<file path="src/rtl/nand_ecc_pkg.sv">
package nand_ecc_pkg;

  typedef enum logic [1:0] {
    SYN_CLEAN = 2'd0,
    SYN_DATA  = 2'd1,
    SYN_CODE  = 2'd2,
    SYN_MULTI = 2'd3
  } syn_kind_e;

  // words in one page for a given size select and bus width
  function automatic int unsigned page_words(input logic [1:0] sel,
                                             input logic wide,
                                             input int unsigned min_bytes);
    int unsigned bytes;
    bytes = min_bytes << sel;
    return wide ? (bytes >> 1) : bytes;
  endfunction

endpackage

</file>
<file path="src/rtl/nand_ecc_wordctr.sv">
module nand_ecc_wordctr #(
  parameter int IDX_W     = 12,
  parameter int MIN_BYTES = 512
) (
  input  logic             clk,
  input  logic             rst_n,
  input  logic             beat,
  input  logic             sw_clr,
  input  logic [1:0]       cfg_page,
  input  logic             cfg_wide,
  output logic [IDX_W-1:0] idx,
  output logic             last
);
  localparam int CNT_W = IDX_W + 1;

  logic [CNT_W-1:0] span;

  always_comb span = CNT_W'(nand_ecc_pkg::page_words(cfg_page, cfg_wide, MIN_BYTES));

  assign last = ({1'b0, idx} == (span - 1'b1));

  always_ff @(posedge clk or negedge rst_n) begin
    if (!rst_n)      idx <= '0;
    else if (sw_clr) idx <= '0;
    else if (beat)   idx <= last ? '0 : idx + 1'b1;
  end
endmodule

</file>
<file path="src/rtl/nand_ecc_parity.sv">
module nand_ecc_parity #(
  parameter int DATA_W = 16,
  parameter int IDX_W  = 12,
  parameter int BIT_W  = 4,
  parameter int ECC_W  = 2 * (IDX_W + BIT_W)
) (
  input  logic              clk,
  input  logic              rst_n,
  input  logic              beat,
  input  logic              wrap,
  input  logic              sw_clr,
  input  logic              cfg_wide,
  input  logic [DATA_W-1:0] data,
  input  logic [IDX_W-1:0]  idx,
  output logic [ECC_W-1:0]  acc_next
);
  localparam int HALF = DATA_W / 2;

  logic [DATA_W-1:0] dm;
  logic              wpar;
  logic [IDX_W-1:0]  line_t, line_c;
  logic [BIT_W-1:0]  col_t, col_c;
  logic [ECC_W-1:0]  acc;

  always_comb dm = cfg_wide ? data : {{HALF{1'b0}}, data[HALF-1:0]};
  assign wpar = ^dm;

  for (genvar i = 0; i < IDX_W; i++) begin : g_line
    assign line_t[i] = idx[i] & wpar;
    assign line_c[i] = ~idx[i] & wpar;
  end

  for (genvar j = 0; j < BIT_W; j++) begin : g_col
    logic [DATA_W-1:0] pick;
    for (genvar b = 0; b < DATA_W; b++) begin : g_b
      assign pick[b] = ((b >> j) & 1) != 0;
    end
    assign col_t[j] = ^(dm & pick);
    assign col_c[j] = ^(dm & ~pick);
  end

  assign acc_next = acc ^ {col_c, col_t, line_c, line_t};

  always_ff @(posedge clk or negedge rst_n) begin
    if (!rst_n)      acc <= '0;
    else if (sw_clr) acc <= '0;
    else if (beat)   acc <= wrap ? '0 : acc_next;
  end
endmodule

</file>
<file path="src/rtl/nand_ecc_decode.sv">
module nand_ecc_decode
  import nand_ecc_pkg::*;
#(
  parameter int IDX_W = 12,
  parameter int BIT_W = 4,
  parameter int ECC_W = 2 * (IDX_W + BIT_W)
) (
  input  logic [ECC_W-1:0] stored,
  input  logic [ECC_W-1:0] computed,
  output syn_kind_e        kind,
  output logic [IDX_W-1:0] word,
  output logic [BIT_W-1:0] bitpos
);
  logic [ECC_W-1:0] syn;
  logic [IDX_W-1:0] lt, lc;
  logic [BIT_W-1:0] ct, cc;
  logic             paired;

  assign syn    = stored ^ computed;
  assign lt     = syn[IDX_W-1:0];
  assign lc     = syn[2*IDX_W-1:IDX_W];
  assign ct     = syn[2*IDX_W+BIT_W-1:2*IDX_W];
  assign cc     = syn[ECC_W-1:2*IDX_W+BIT_W];
  assign paired = (&(lt ^ lc)) & (&(ct ^ cc));

  always_comb begin
    kind   = SYN_CLEAN;
    word   = '0;
    bitpos = '0;
    if (syn == '0) begin
      kind = SYN_CLEAN;
    end else if ($countones(syn) == 1) begin
      kind = SYN_CODE;
    end else if (paired) begin
      kind   = SYN_DATA;
      word   = lt;
      bitpos = ct;
    end else begin
      kind = SYN_MULTI;
    end
  end
endmodule

</file>
<file path="src/rtl/nand_hamming_ecc.sv">
module nand_hamming_ecc
  import nand_ecc_pkg::*;
#(
  parameter int  DATA_W         = 16,
  parameter int  MAX_PAGE_BYTES = 4096,
  localparam int IDX_W          = $clog2(MAX_PAGE_BYTES),
  localparam int BIT_W          = $clog2(DATA_W),
  localparam int ECC_W          = 2 * (IDX_W + BIT_W)
) (
  input  logic              clk,
  input  logic              rst_n,
  input  logic              bus_valid,
  output logic              bus_ready,
  input  logic [DATA_W-1:0] bus_data,
  input  logic              bus_cs,
  input  logic              cfg_wide,
  input  logic [1:0]        cfg_page,
  input  logic              sw_clr,
  input  logic              chk_valid,
  input  logic [ECC_W-1:0]  chk_ecc,
  input  logic              stat_rd,
  output logic [ECC_W-1:0]  ecc_value,
  output logic              page_done,
  output logic              err_flag,
  output logic              corr_flag,
  output logic              ecc_err,
  output logic [IDX_W-1:0]  err_word,
  output logic [BIT_W-1:0]  err_bit
);
  localparam int MIN_BYTES = MAX_PAGE_BYTES / 8;

  logic             beat, last, commit, hold;
  logic [IDX_W-1:0] idx;
  logic [ECC_W-1:0] acc_next;
  syn_kind_e        kind;
  logic [IDX_W-1:0] dec_word;
  logic [BIT_W-1:0] dec_bit;

  assign bus_ready = 1'b1;
  assign beat      = bus_valid & bus_cs;
  assign commit    = beat & last & ~sw_clr;
  assign hold      = err_flag & ~stat_rd;

  nand_ecc_wordctr #(.IDX_W(IDX_W), .MIN_BYTES(MIN_BYTES)) u_ctr (
    .clk(clk), .rst_n(rst_n), .beat(beat), .sw_clr(sw_clr),
    .cfg_page(cfg_page), .cfg_wide(cfg_wide), .idx(idx), .last(last)
  );

  nand_ecc_parity #(.DATA_W(DATA_W), .IDX_W(IDX_W), .BIT_W(BIT_W), .ECC_W(ECC_W)) u_par (
    .clk(clk), .rst_n(rst_n), .beat(beat), .wrap(last), .sw_clr(sw_clr),
    .cfg_wide(cfg_wide), .data(bus_data), .idx(idx), .acc_next(acc_next)
  );

  nand_ecc_decode #(.IDX_W(IDX_W), .BIT_W(BIT_W), .ECC_W(ECC_W)) u_dec (
    .stored(chk_ecc), .computed(ecc_value), .kind(kind),
    .word(dec_word), .bitpos(dec_bit)
  );

  always_ff @(posedge clk or negedge rst_n) begin
    if (!rst_n) begin
      ecc_value <= '0;
      page_done <= 1'b0;
    end else begin
      if (commit) ecc_value <= acc_next;
      page_done <= commit | (page_done & ~stat_rd);
    end
  end

  always_ff @(posedge clk or negedge rst_n) begin
    if (!rst_n) begin
      err_flag  <= 1'b0;
      corr_flag <= 1'b0;
      ecc_err   <= 1'b0;
      err_word  <= '0;
      err_bit   <= '0;
    end else if (!hold) begin
      if (chk_valid && kind != SYN_CLEAN) begin
        err_flag  <= 1'b1;
        corr_flag <= (kind != SYN_MULTI);
        ecc_err   <= (kind == SYN_CODE);
        err_word  <= dec_word;
        err_bit   <= dec_bit;
      end else begin
        err_flag  <= 1'b0;
        corr_flag <= 1'b0;
        ecc_err   <= 1'b0;
        err_word  <= '0;
        err_bit   <= '0;
      end
    end
  end
endmodule

</file>
<file path="config.mk">
export PLATFORM = sky130hd
export DESIGN_NAME = nand_hamming_ecc
export DESIGN_NICKNAME = d
export VERILOG_FILES = /design/src/rtl/nand_ecc_pkg.sv /design/src/rtl/nand_ecc_wordctr.sv /design/src/rtl/nand_ecc_parity.sv /design/src/rtl/nand_ecc_decode.sv /design/src/rtl/nand_hamming_ecc.sv
export SDC_FILE = /design/constraint.sdc
export NUM_CORES = 1
export LEC_CHECK = 0
export ABC_AREA = 1
export BUFFER_PORTS_ARGS = -buffer_cell sky130_fd_sc_hd__buf_4
export CAP_MARGIN = 20
export CORE_UTILIZATION = 25
export CTS_BUF_LIST = sky130_fd_sc_hd__clkbuf_2
export DETAILED_ROUTE_END_ITERATION = 16
export SYNTH_ARGS = -nofsm -noshare
export SYNTH_HDL_FRONTEND = slang
export SYNTH_SLANG_ARGS = --single-unit
</file>
<file path="constraint.sdc">
create_clock -name clk -period 6.5 [get_ports clk]
set_clock_uncertainty 0.05 [all_clocks]
set_input_delay 0.65 -clock clk [delete_from_list [all_inputs] [get_ports clk]]
set_output_delay 0.65 -clock clk [all_outputs]
set_load 0.05 [all_outputs]
</file>
==> metrics.txt, run 1 <==
Seq cells post-synth=96; Netlist cell types=32; initial core utilization=25.40%; die footprint=28,820 sq um; Post-synth EDFFs=0; Clk Tree Root Cell=clkbuf_2; cell mode on critical path=fa_1; drc violations=0; ys flop type=dfrtp_1; status=finished clean; setup TNS=0 ns; CP endpoint kind=flop; LEAKAGE=4.489 nW; largest family of logic cells by synthesized area=simple AND/OR/NAND/NOR gates; cell accounting for the most synthesized area=dfrtp_1; number of global-route vias before repair=around 5,700; delay-heaviest family, CP=adder cells; fin. max-slew vios=0; endpoints failing setup=0; largest cells by area after synthesis=dfrtp_1 34%, nand2_1 14%, nand3_1 8.4%; Antenna diodes=0; fin area=8335 sq um; Syn. warnings=0; height of the die=approximately 170 um; cell with the most instances after synthesis=nand2_1; synthesized instance count=902; vias per inst=around 4.4; Die X=roughly 170 um; final hold violation count=0; CP max FO=17; Row Count=61; drt pass-1 iters=5; I/O pins=roughly 110; Iteration-0 DRC Markers=~560; critical path class=reg -> reg; fin crit period=about 5.7 ns; share of cells above drive strength 1=14.90%; crit path cell chain=xor2_1 > inv_1 > ha_1 > inv_1 > fa_1 > fa_1 > fa_1 > fa_1 > fa_1 > inv_1 > ha_1 > inv_1 > fa_1 > inv_1 > nor2_1 > nand4_1 > nand3_1 > nor2_1 > buf_4 > nand4_1 > nand2_1; Synth Area in Compound Gates=2.916%; Synthesized Nets=just over 1,000; Pwr per Cell Area=between 200 and 250 nW/um^2; Skew-Pair Late Insertion Delay=about 0.64 ns; largest net degree at the start of global routing=61; Post-synth top cells=259 x nand2_1, 139 x inv_1, 118 x nand3_1; crit-path max cell delay=0.59 ns; CP Data Required Time=7.02 ns; routed wire length per instance=14.42 um; Post-Synthesis Cell Area=7037 sq um; fmax=175.9 MHz; Clock Path Buffers=2; Syn Area/Cell=7.801 sq um; RePlAce Congestion=0.8800; XOR/XNOR Fraction of Synth Area=10.70%; Max transition margin=between 40% and 50%; # Post-CTS Setup Buffers=0; CTS resizes=0; CTS tree=built; final setup margin=0.8153 ns; input/output buffers=109; clk sinks=96; DP Area=8222 sq um; Hold Path Class=in -> reg; slew of the pin with the lowest slew margin=0.7900 ns; VDD IR max=about 0.2 mV; Clock transition at path regs=0.31 ns; Worst Path Arrival=a little over 6 ns; Max-cap violations=0; crit path max-delay cell type=fa_1; initial antenna violation count=0; Post-Synth Simple-Gate Area=27.24%; GRT Overall Usage=~14%; Nets=about 1,100; post-synthesis mux area share=0%; Seq/Total Area, Yosys=~34%; Synth async-reset ratio=100.0%; depth of the CTS H-tree=3; Post-Route WL=about 20,000 um; DP Worst Slack=roughly 0.54 ns; post-DP HPWL=15,530 um; first-pass GRT wire length=31,350 um; Routed Antenna Nets=0; period utilization=between 80 and 90%; Critical Path Source Type=flop; Buf/Inv on CP=6; gr ovfl total=0; RSZ-0062 raised after global routing=no; area delta synth->final=18.46%; hold slack=0.1089 ns; TritonCTS Buffers=9; Post-Synth Adder-Cell Area=14.86%; Synth top area share=between 30% and 40%; Core ar.=27,710 sq um; via count=6,080
## per-layer routing
| layer | track usage (%) | share of wire (%) | vias to the layer above |
|---|---|---|---|
| li1 | - | - | 3016 |
| met1 | 17.99 | 44 | 2897 |
| met2 | 24.32 | 50 | 143 |
| met3 | 2.565 | 4.6 | 24 |
| met4 | 3.643 | 1.7 | 0 |
| met5 | 0 | 0 | - |
## state kept, by name, summed over array words and instances (netlist names)
register and count:
u_ctr.idx 12, err_word 12, page_done 1, ecc_err 1, err_bit 4, err_flag 1
corr_flag 1, u_par.acc 32, ecc_value 32
## timing repair
action | CTS | global route
hold buffers | 1 | 0
endpoints found under the hold margin | 36 | 0
endpoints found under the setup margin | 0 | 0
## report_power, final
group | internal [mW] | switching [mW]
Combinational | 0.345 | 0.511
Sequential | 0.615 | 0.0115
Clock | 0.0590 | 0.242
Total | 1.02 | 0.764
## layout make-up
type,instances,area [sq um]
repair buffers,118,888.4
well taps,378,473.0
fillers,2977,19370
clock inverters,7,58.81
inverters,144,540.5
flip-flops and latches,96,2402
clock buffers,9,45.04
multi-input cells,633,3928
## cell usage in the layout (no fill, tap or decap), types with 3 or more instances in the layout
| master | instances |
|---|---|
| nor2_2 | 3 |
| ha_1 | 42 |
| nand3_1 | 118 |
| buf_4 | 117 |
| xor2_1 | 47 |
| dfrtp_1 | 96 |
| inv_2 | 4 |
| nor3_1 | 5 |
| a21oi_1 | 3 |
| clkbuf_2 | 9 |
| fa_1 | 26 |
| nand2_1 | 259 |
| inv_1 | 139 |
| nand4_1 | 26 |
| xnor2_1 | 39 |
| inv_6 | 4 |
| o21ai_0 | 13 |
| nand2_2 | 5 |
| nor2_1 | 20 |
| o21ai_1 | 8 |
| o22ai_1 | 11 |
## logic make-up (layout without fill, tap and decap cells)
group	count (synthesis)	after routing
AOI/OAI and AO/OA	37	37
xor gates and xnor gates	86	86
adders and majority gates	68	68
buffers and inverters	173	278
DFF	96	96
other	1	1
and+or+nand+nor	441	441
## final timing paths
path	endpoint	slack, ns	from	cells after the start
setup / recovery	err_bit[2]$_DFFE_PN0N_	0.82	ecc_value[25]$_DFFE_PN0P_	21
max in group asynchronous	err_bit[1]$_DFFE_PN0N_	4.79	rst_n	3
hold reg to reg	err_word[2]$_DFFE_PN0N_	0.48	err_word[2]$_DFFE_PN0N_	2
setup reg to reg	err_bit[2]$_DFFE_PN0N_	0.82	ecc_value[25]$_DFFE_PN0P_	21
hold / removal	u_ctr.idx[6]$_DFFE_PN0P_	0.11	sw_clr	2
min in group asynchronous	ecc_value[14]$_DFFE_PN0P_	0.43	rst_n	2
## per-stage QoR
stage	instances	power, mW	utilization, %
floorplan	902	1.275	-
finish	1385	1.784	30.09
global route	1385	1.969	30.09
global placement	1368	1.471	29.68
CTS	1385	1.801	30.09
detailed placement	1368	1.494	29.68
Note: power is estimated with default switching activity, not from simulation.
==> inputs of run 2 (changes only) <==
--- a/config.mk
+++ b/config.mk
@@ -8,9 +8,11 @@
 export ABC_AREA = 1
 export BUFFER_PORTS_ARGS = -buffer_cell sky130_fd_sc_hd__buf_4
 export CAP_MARGIN = 20
+export CORE_MARGIN = 2
 export CORE_UTILIZATION = 25
 export CTS_BUF_LIST = sky130_fd_sc_hd__clkbuf_2
 export DETAILED_ROUTE_END_ITERATION = 16
+export REMOVE_ABC_BUFFERS = 1
 export SYNTH_ARGS = -nofsm -noshare
 export SYNTH_HDL_FRONTEND = slang
 export SYNTH_SLANG_ARGS = --single-unit
==> metrics.txt, run 2 (synthesis results as in run 1) <==
hold slack=~0.10 ns; fmax=174.3 MHz; area delta synth->final=19.04%; CP max FO=15; critical path class=reg -> reg; total design power=1.821 mW; routed wire length per instance=14.14 um; Clock transition at path regs=0.31 ns; first-pass GRT wire length=~31,000 um; die footprint=29,500 sq um; fin crit period=5.738 ns; most frequent cells in the layout=259 x nand2_1, 139 x inv_1, 118 x nand3_1, 117 x buf_4, 96 x dfrtp_1; CP endpoint kind=flop; Iteration-0 DRC Markers=312; final hold violation count=0; RePlAce Congestion=~0.84; dpl cells=about 1,400; status=finished clean; drt pass-1 iters=4; VDD IR max=between 0.1 and 0.15 mV; largest net degree at the start of global routing=58; initial antenna violation count=1; most common cell after layout, fill and taps aside=nand2_1; share of cells above drive strength 1=14.98%; biggest regs=ecc_value (32), u_par.acc (32); clk sinks=96; drc violations=0; Max-cap violations=0; via count=6,002; post-DP HPWL=15,320 um; Die X=171.8 um; cell mode on critical path=fa_1; vias per inst=approximately 4.3; CP Data Required Time=7.05 ns; gr ovfl total=0; Routed Antenna Nets=0; initial core utilization=25.33%; Hold Buf Count CTS=1; Max transition margin=47.82%; Hold Path Class=in -> reg; CTS resizes=0; final setup margin=~0.76 ns; Pwr per Cell Area=around 220 nW/um^2; Skew-Pair Late Insertion Delay=~0.65 ns; GRT Overall Usage=a little over an eighth; Clock Path Buffers=2; fin. max-slew vios=0; crit path max-delay cell type=fa_1; Clk Tree Root Cell=clkbuf_2; endpoints failing setup=0; TritonCTS Buffers=9; input/output buffers=109; crit path cell chain=xor2_1 > inv_1 > ha_1 > inv_1 > fa_1 > fa_1 > fa_1 > fa_1 > fa_1 > inv_1 > ha_1 > inv_1 > fa_1 > inv_1 > nor2_1 > nand4_1 > nand3_1 > nor2_1 > buf_4 > nand4_1 > nand2_1; Critical Path Source Type=flop; Core ar.=27,780 sq um; Nets=around 1,100; CTS tree=built; depth of the CTS H-tree=3; Row Count=slightly above 60; setup TNS=0 ns; DP Worst Slack=0.5024 ns; LEAKAGE=4.510 nW; I/O pins=~110; slew of the pin with the lowest slew margin=0.7819 ns; number of global-route vias before repair=5,928; Worst Path Arrival=6.28 ns; RSZ-0062 raised after global routing=no; fin cells=1,388; # Post-CTS Setup Buffers=0; Post-Route WL=approximately 20,000 um; height of the die=between 150 and 200 um; crit-path max cell delay=0.56 ns; period utilization=88.28%
-- run 2: changes by cell type in the layout (fill, tap and decap cells not counted), sizes merged --
cell | before | now
buf | 117 | 118
bufinv | 0 | 1
clkinvlp | 1 | 0
diode | 0 | 2
-- run 2: power by group --
part           total [mW]  switching (mW)  internal [mW]
clock network       0.338           0.239         0.0988
registers           0.627          0.0115          0.615
logic               0.856           0.507          0.349
total                1.82           0.757           1.06
-- run 2: area by class of cell --
| class | instances | area [sq um] |
|---|---|---|
| clock inverters | 7 | 83.83 |
| clock buffers | 9 | 45.04 |
| multi-input cells | 633 | 3928 |
| diodes | 2 | 5.005 |
| fillers | 3036 | 19400 |
| repair buffers | 119 | 899.6 |
| well taps | 378 | 473.0 |
| inverters | 144 | 540.5 |
| flip-flops and latches | 96 | 2402 |
-- run 2: path summary, 6_finish.rpt --
kind                                           from                        end  slack [ns]  cells after the start
min in group asynchronous                     rst_n   ecc_value[0]$_DFFE_PN0P_        0.44                      2
setup reg to reg           ecc_value[5]$_DFFE_PN0P_     err_bit[1]$_DFFE_PN0N_        0.76                     21
hold reg to reg              err_bit[2]$_DFFE_PN0N_     err_bit[2]$_DFFE_PN0N_        0.47                      2
hold / removal                               sw_clr   u_ctr.idx[6]$_DFFE_PN0P_        0.10                      2
setup / recovery           ecc_value[5]$_DFFE_PN0P_     err_bit[1]$_DFFE_PN0N_        0.76                     21
max in group asynchronous                     rst_n  u_par.acc[15]$_DFFE_PN0P_        4.85                      3
-- run 2: stage by stage --
step / util [%] / cell area, sq um
3_3_place_gp: 29.59 / 8222
3_5_place_dp: 29.63 / 8233
5_1_grt: 30.14 / 8374
4_1_cts: 30.13 / 8372
6_report: 30.15 / 8377
2_1_floorplan: - / 6868
-- run 2: metal layers --
layer | track usage (%) | vias to the layer above | wire [um]
met1 | 16.36 | 2845 | 8410
li1 | - | 3019 | -
met3 | 1.864 | 35 | 563
met5 | 0 | - | 0
met4 | 5.480 | 0 | 615
met2 | 24.71 | 103 | 10040
-- run 2: critical path: cells and delay by family, from the launching register on --
kind | cells | cell delay, ns
xor gates and xnor gates | 1 | 0.49
adders and majority gates | 8 | 3.41
buffers and inverters | 6 | 0.61
DFF | 1 | 0.50
and+or+nand+nor | 6 | 0.62
==> inputs of run 3 (changes only) <==
--- a/config.mk
+++ b/config.mk
@@ -8,10 +8,13 @@
 export ABC_AREA = 1
 export BUFFER_PORTS_ARGS = -buffer_cell sky130_fd_sc_hd__buf_4
 export CAP_MARGIN = 20
+export CELL_PAD_IN_SITES_DETAIL_PLACEMENT = 1
+export CELL_PAD_IN_SITES_GLOBAL_PLACEMENT = 1
 export CORE_MARGIN = 2
 export CORE_UTILIZATION = 25
 export CTS_BUF_LIST = sky130_fd_sc_hd__clkbuf_2
 export DETAILED_ROUTE_END_ITERATION = 16
+export PLACE_DENSITY_LB_ADDON = 0.1
 export REMOVE_ABC_BUFFERS = 1
 export SYNTH_ARGS = -nofsm -noshare
 export SYNTH_HDL_FRONTEND = slang
==> metrics.txt, run 3 (synthesis results as in run 1) <==
VDD IR max=0.1628 mV; worst r2r src=ecc_value[4]$_DFFE_PN0P_; clk sinks=between 90 and 100; initial core utilization=25.33%; largest net degree at the start of global routing=61; die footprint=approximately 30,000 sq um; Post-Route WL=between 20,000 and 25,000 um; depth of the CTS H-tree=3; total design power=roughly 1.8 mW; I/O pins=111; hold slack=0.1370 ns; Multi-input gate area=3933 sq um; TritonCTS Buffers=9; # Post-CTS Setup Buffers=0; most frequent cells in the layout=259 x nand2_1, 139 x inv_1, 118 x nand3_1, 118 x buf_4, 96 x dfrtp_1; fin. max-slew vios=0; Max-cap violations=0; register area=2402 sq um; RePlAce Congestion=roughly 0.75; status=finished clean; RSZ-0062 raised after global routing=no; Hold Buf Count CTS=1; Max transition margin=40.43%; reg2reg end=err_word[4]$_DFFE_PN0N_; reg2reg path depth=21; gr ovfl total=0; CP max FO=12; CTS tree=built; height of the die=around 170 um; Row Count=61; drc violations=0; final hold violation count=0; Clk Tree Root Cell=clkbuf_2; Nets=1,130; post-DP HPWL=16,970 um; Iteration-0 DRC Markers=~260; Worst Hold End=page_done$_DFF_PN0_; share of cells above drive strength 1=~15%; endpoints failing setup=0; CTS resizes=0; Fillers=3,417; drt pass-1 iters=4; CP endpoint kind=flop; GRT Overall Usage=15.74%; via count=6,011; Routed Antenna Nets=0; slew of the pin with the lowest slew margin=0.8914 ns; Skew-Pair Late Insertion Delay=0.65 ns; R2R Setup Slk=0.80 ns; biggest regs=ecc_value (32), u_par.acc (32); fmax=175.5 MHz; Hold Crit Start=stat_rd; Worst Path Arrival=about 6.3 ns; fin cells=1,389; input/output buffers=~110; Clock Path Buffers=2; LEAKAGE=4.512 nW; first-pass GRT wire length=about 35,000 um; vias per inst=approximately 4.3; Die X=between 150 and 200 um; Core ar.=between 20,000 and 30,000 sq um; critical path class=reg -> reg; setup TNS=0 ns; period utilization=87.64%; routed wire length per instance=about 16 um; Hold Crit Depth=4; Final Util=30.20%; dpl cells=~1,400; number of global-route vias before repair=roughly 6,200; most common cell after layout, fill and taps aside=nand2_1; Hold Path Class=in -> reg; Clock transition at path regs=0.35 ns; fin crit period=roughly 5.7 ns; Pwr per Cell Area=217.7 nW/um^2; area delta synth->final=19.22%; initial antenna violation count=2; Critical Path Source Type=flop; CP Data Required Time=7.05 ns
## run 3: cell count changes in the layout (fill, tap and decap cells not counted)
cell | previous run | this run
dlygate4sd3_1 | 1 | 2
buf_6 | 1 | 0
nor2_2 | 3 | 2
inv_6 | 3 | 1
buf_4 | 117 | 118
clkinvlp_4 | 0 | 1
inv_8 | 2 | 3
nor2_4 | 1 | 2
## run 3: critical path, cell delays in order, from the launching register on
cell and delay (ns):
dfrtp_1 0.51, xor2_1 0.50, inv_1 0.10, ha_1 0.30
inv_1 0.07, fa_1 0.44, fa_1 0.57, fa_1 0.44
fa_1 0.52, fa_1 0.54, inv_1 0.04, ha_1 0.20
inv_1 0.07, fa_1 0.41, inv_1 0.07, nor2_1 0.03
nand4_1 0.10, nand3_1 0.09, nor2_1 0.15, buf_4 0.22
nand4_1 0.13, nand2_1 0.10
## run 3: metrics by stage
stage | setup WS (ns) | instance area, sq um
3_3_place_gp | 0.4794 | 8234
2_1_floorplan | 0.8433 | 6868
6_report | 0.8034 | 8389
3_5_place_dp | 0.5219 | 8234
5_1_grt | 0.3550 | 8389
4_1_cts | 0.7238 | 8374
## run 3: power breakdown
part	switching [mW]	total, mW	internal (mW)
Combinational	0.502	0.848	0.346
Sequential	0.0112	0.627	0.616
Clock	0.252	0.351	0.0985
## run 3: routing by layer
layer  global-route usage, %  up-vias  wire length, um  part of all wire (%)
li1                        -     3016                -                     -
met1                   20.91     2938            10330                    47
met2                   27.47       47            11280                    51
met3                   1.841       10              346                   1.6
met4                   3.361        0              147                  0.67
met5                       0        -                0                     0
## run 3: worst max-delay path by stage
| stage | slack, ns | start | end | cells past startpoint |
|---|---|---|---|---|
| detailed placement | 0.52 | chk_ecc[7] | err_word[4]$_DFFE_PN0N_ | 22 |
| CTS | 0.72 | ecc_value[4]$_DFFE_PN0P_ | err_word[4]$_DFFE_PN0N_ | 21 |
| floorplan | 0.84 | ecc_value[4]$_DFFE_PN0P_ | err_bit[0]$_DFFE_PN0N_ | 20 |
| finish | 0.80 | ecc_value[4]$_DFFE_PN0P_ | err_word[4]$_DFFE_PN0N_ | 21 |
| global placement | 0.48 | chk_ecc[4] | err_word[2]$_DFFE_PN0N_ | 22 |
| global route | 0.36 | ecc_value[5]$_DFFE_PN0P_ | err_word[6]$_DFFE_PN0N_ | 21 |
## run 3: cell type report
type / count / share of cell area [%]
well taps: 378 / 5.638
inverters: 144 / 6.443
repair buffers: 120 / 10.80
multi-input cells: 633 / 46.88
flip-flops and latches: 96 / 28.64
clock buffers: 9 / 0.5369
diodes: 2 / 0.05966
clock inverters: 7 / 1.014
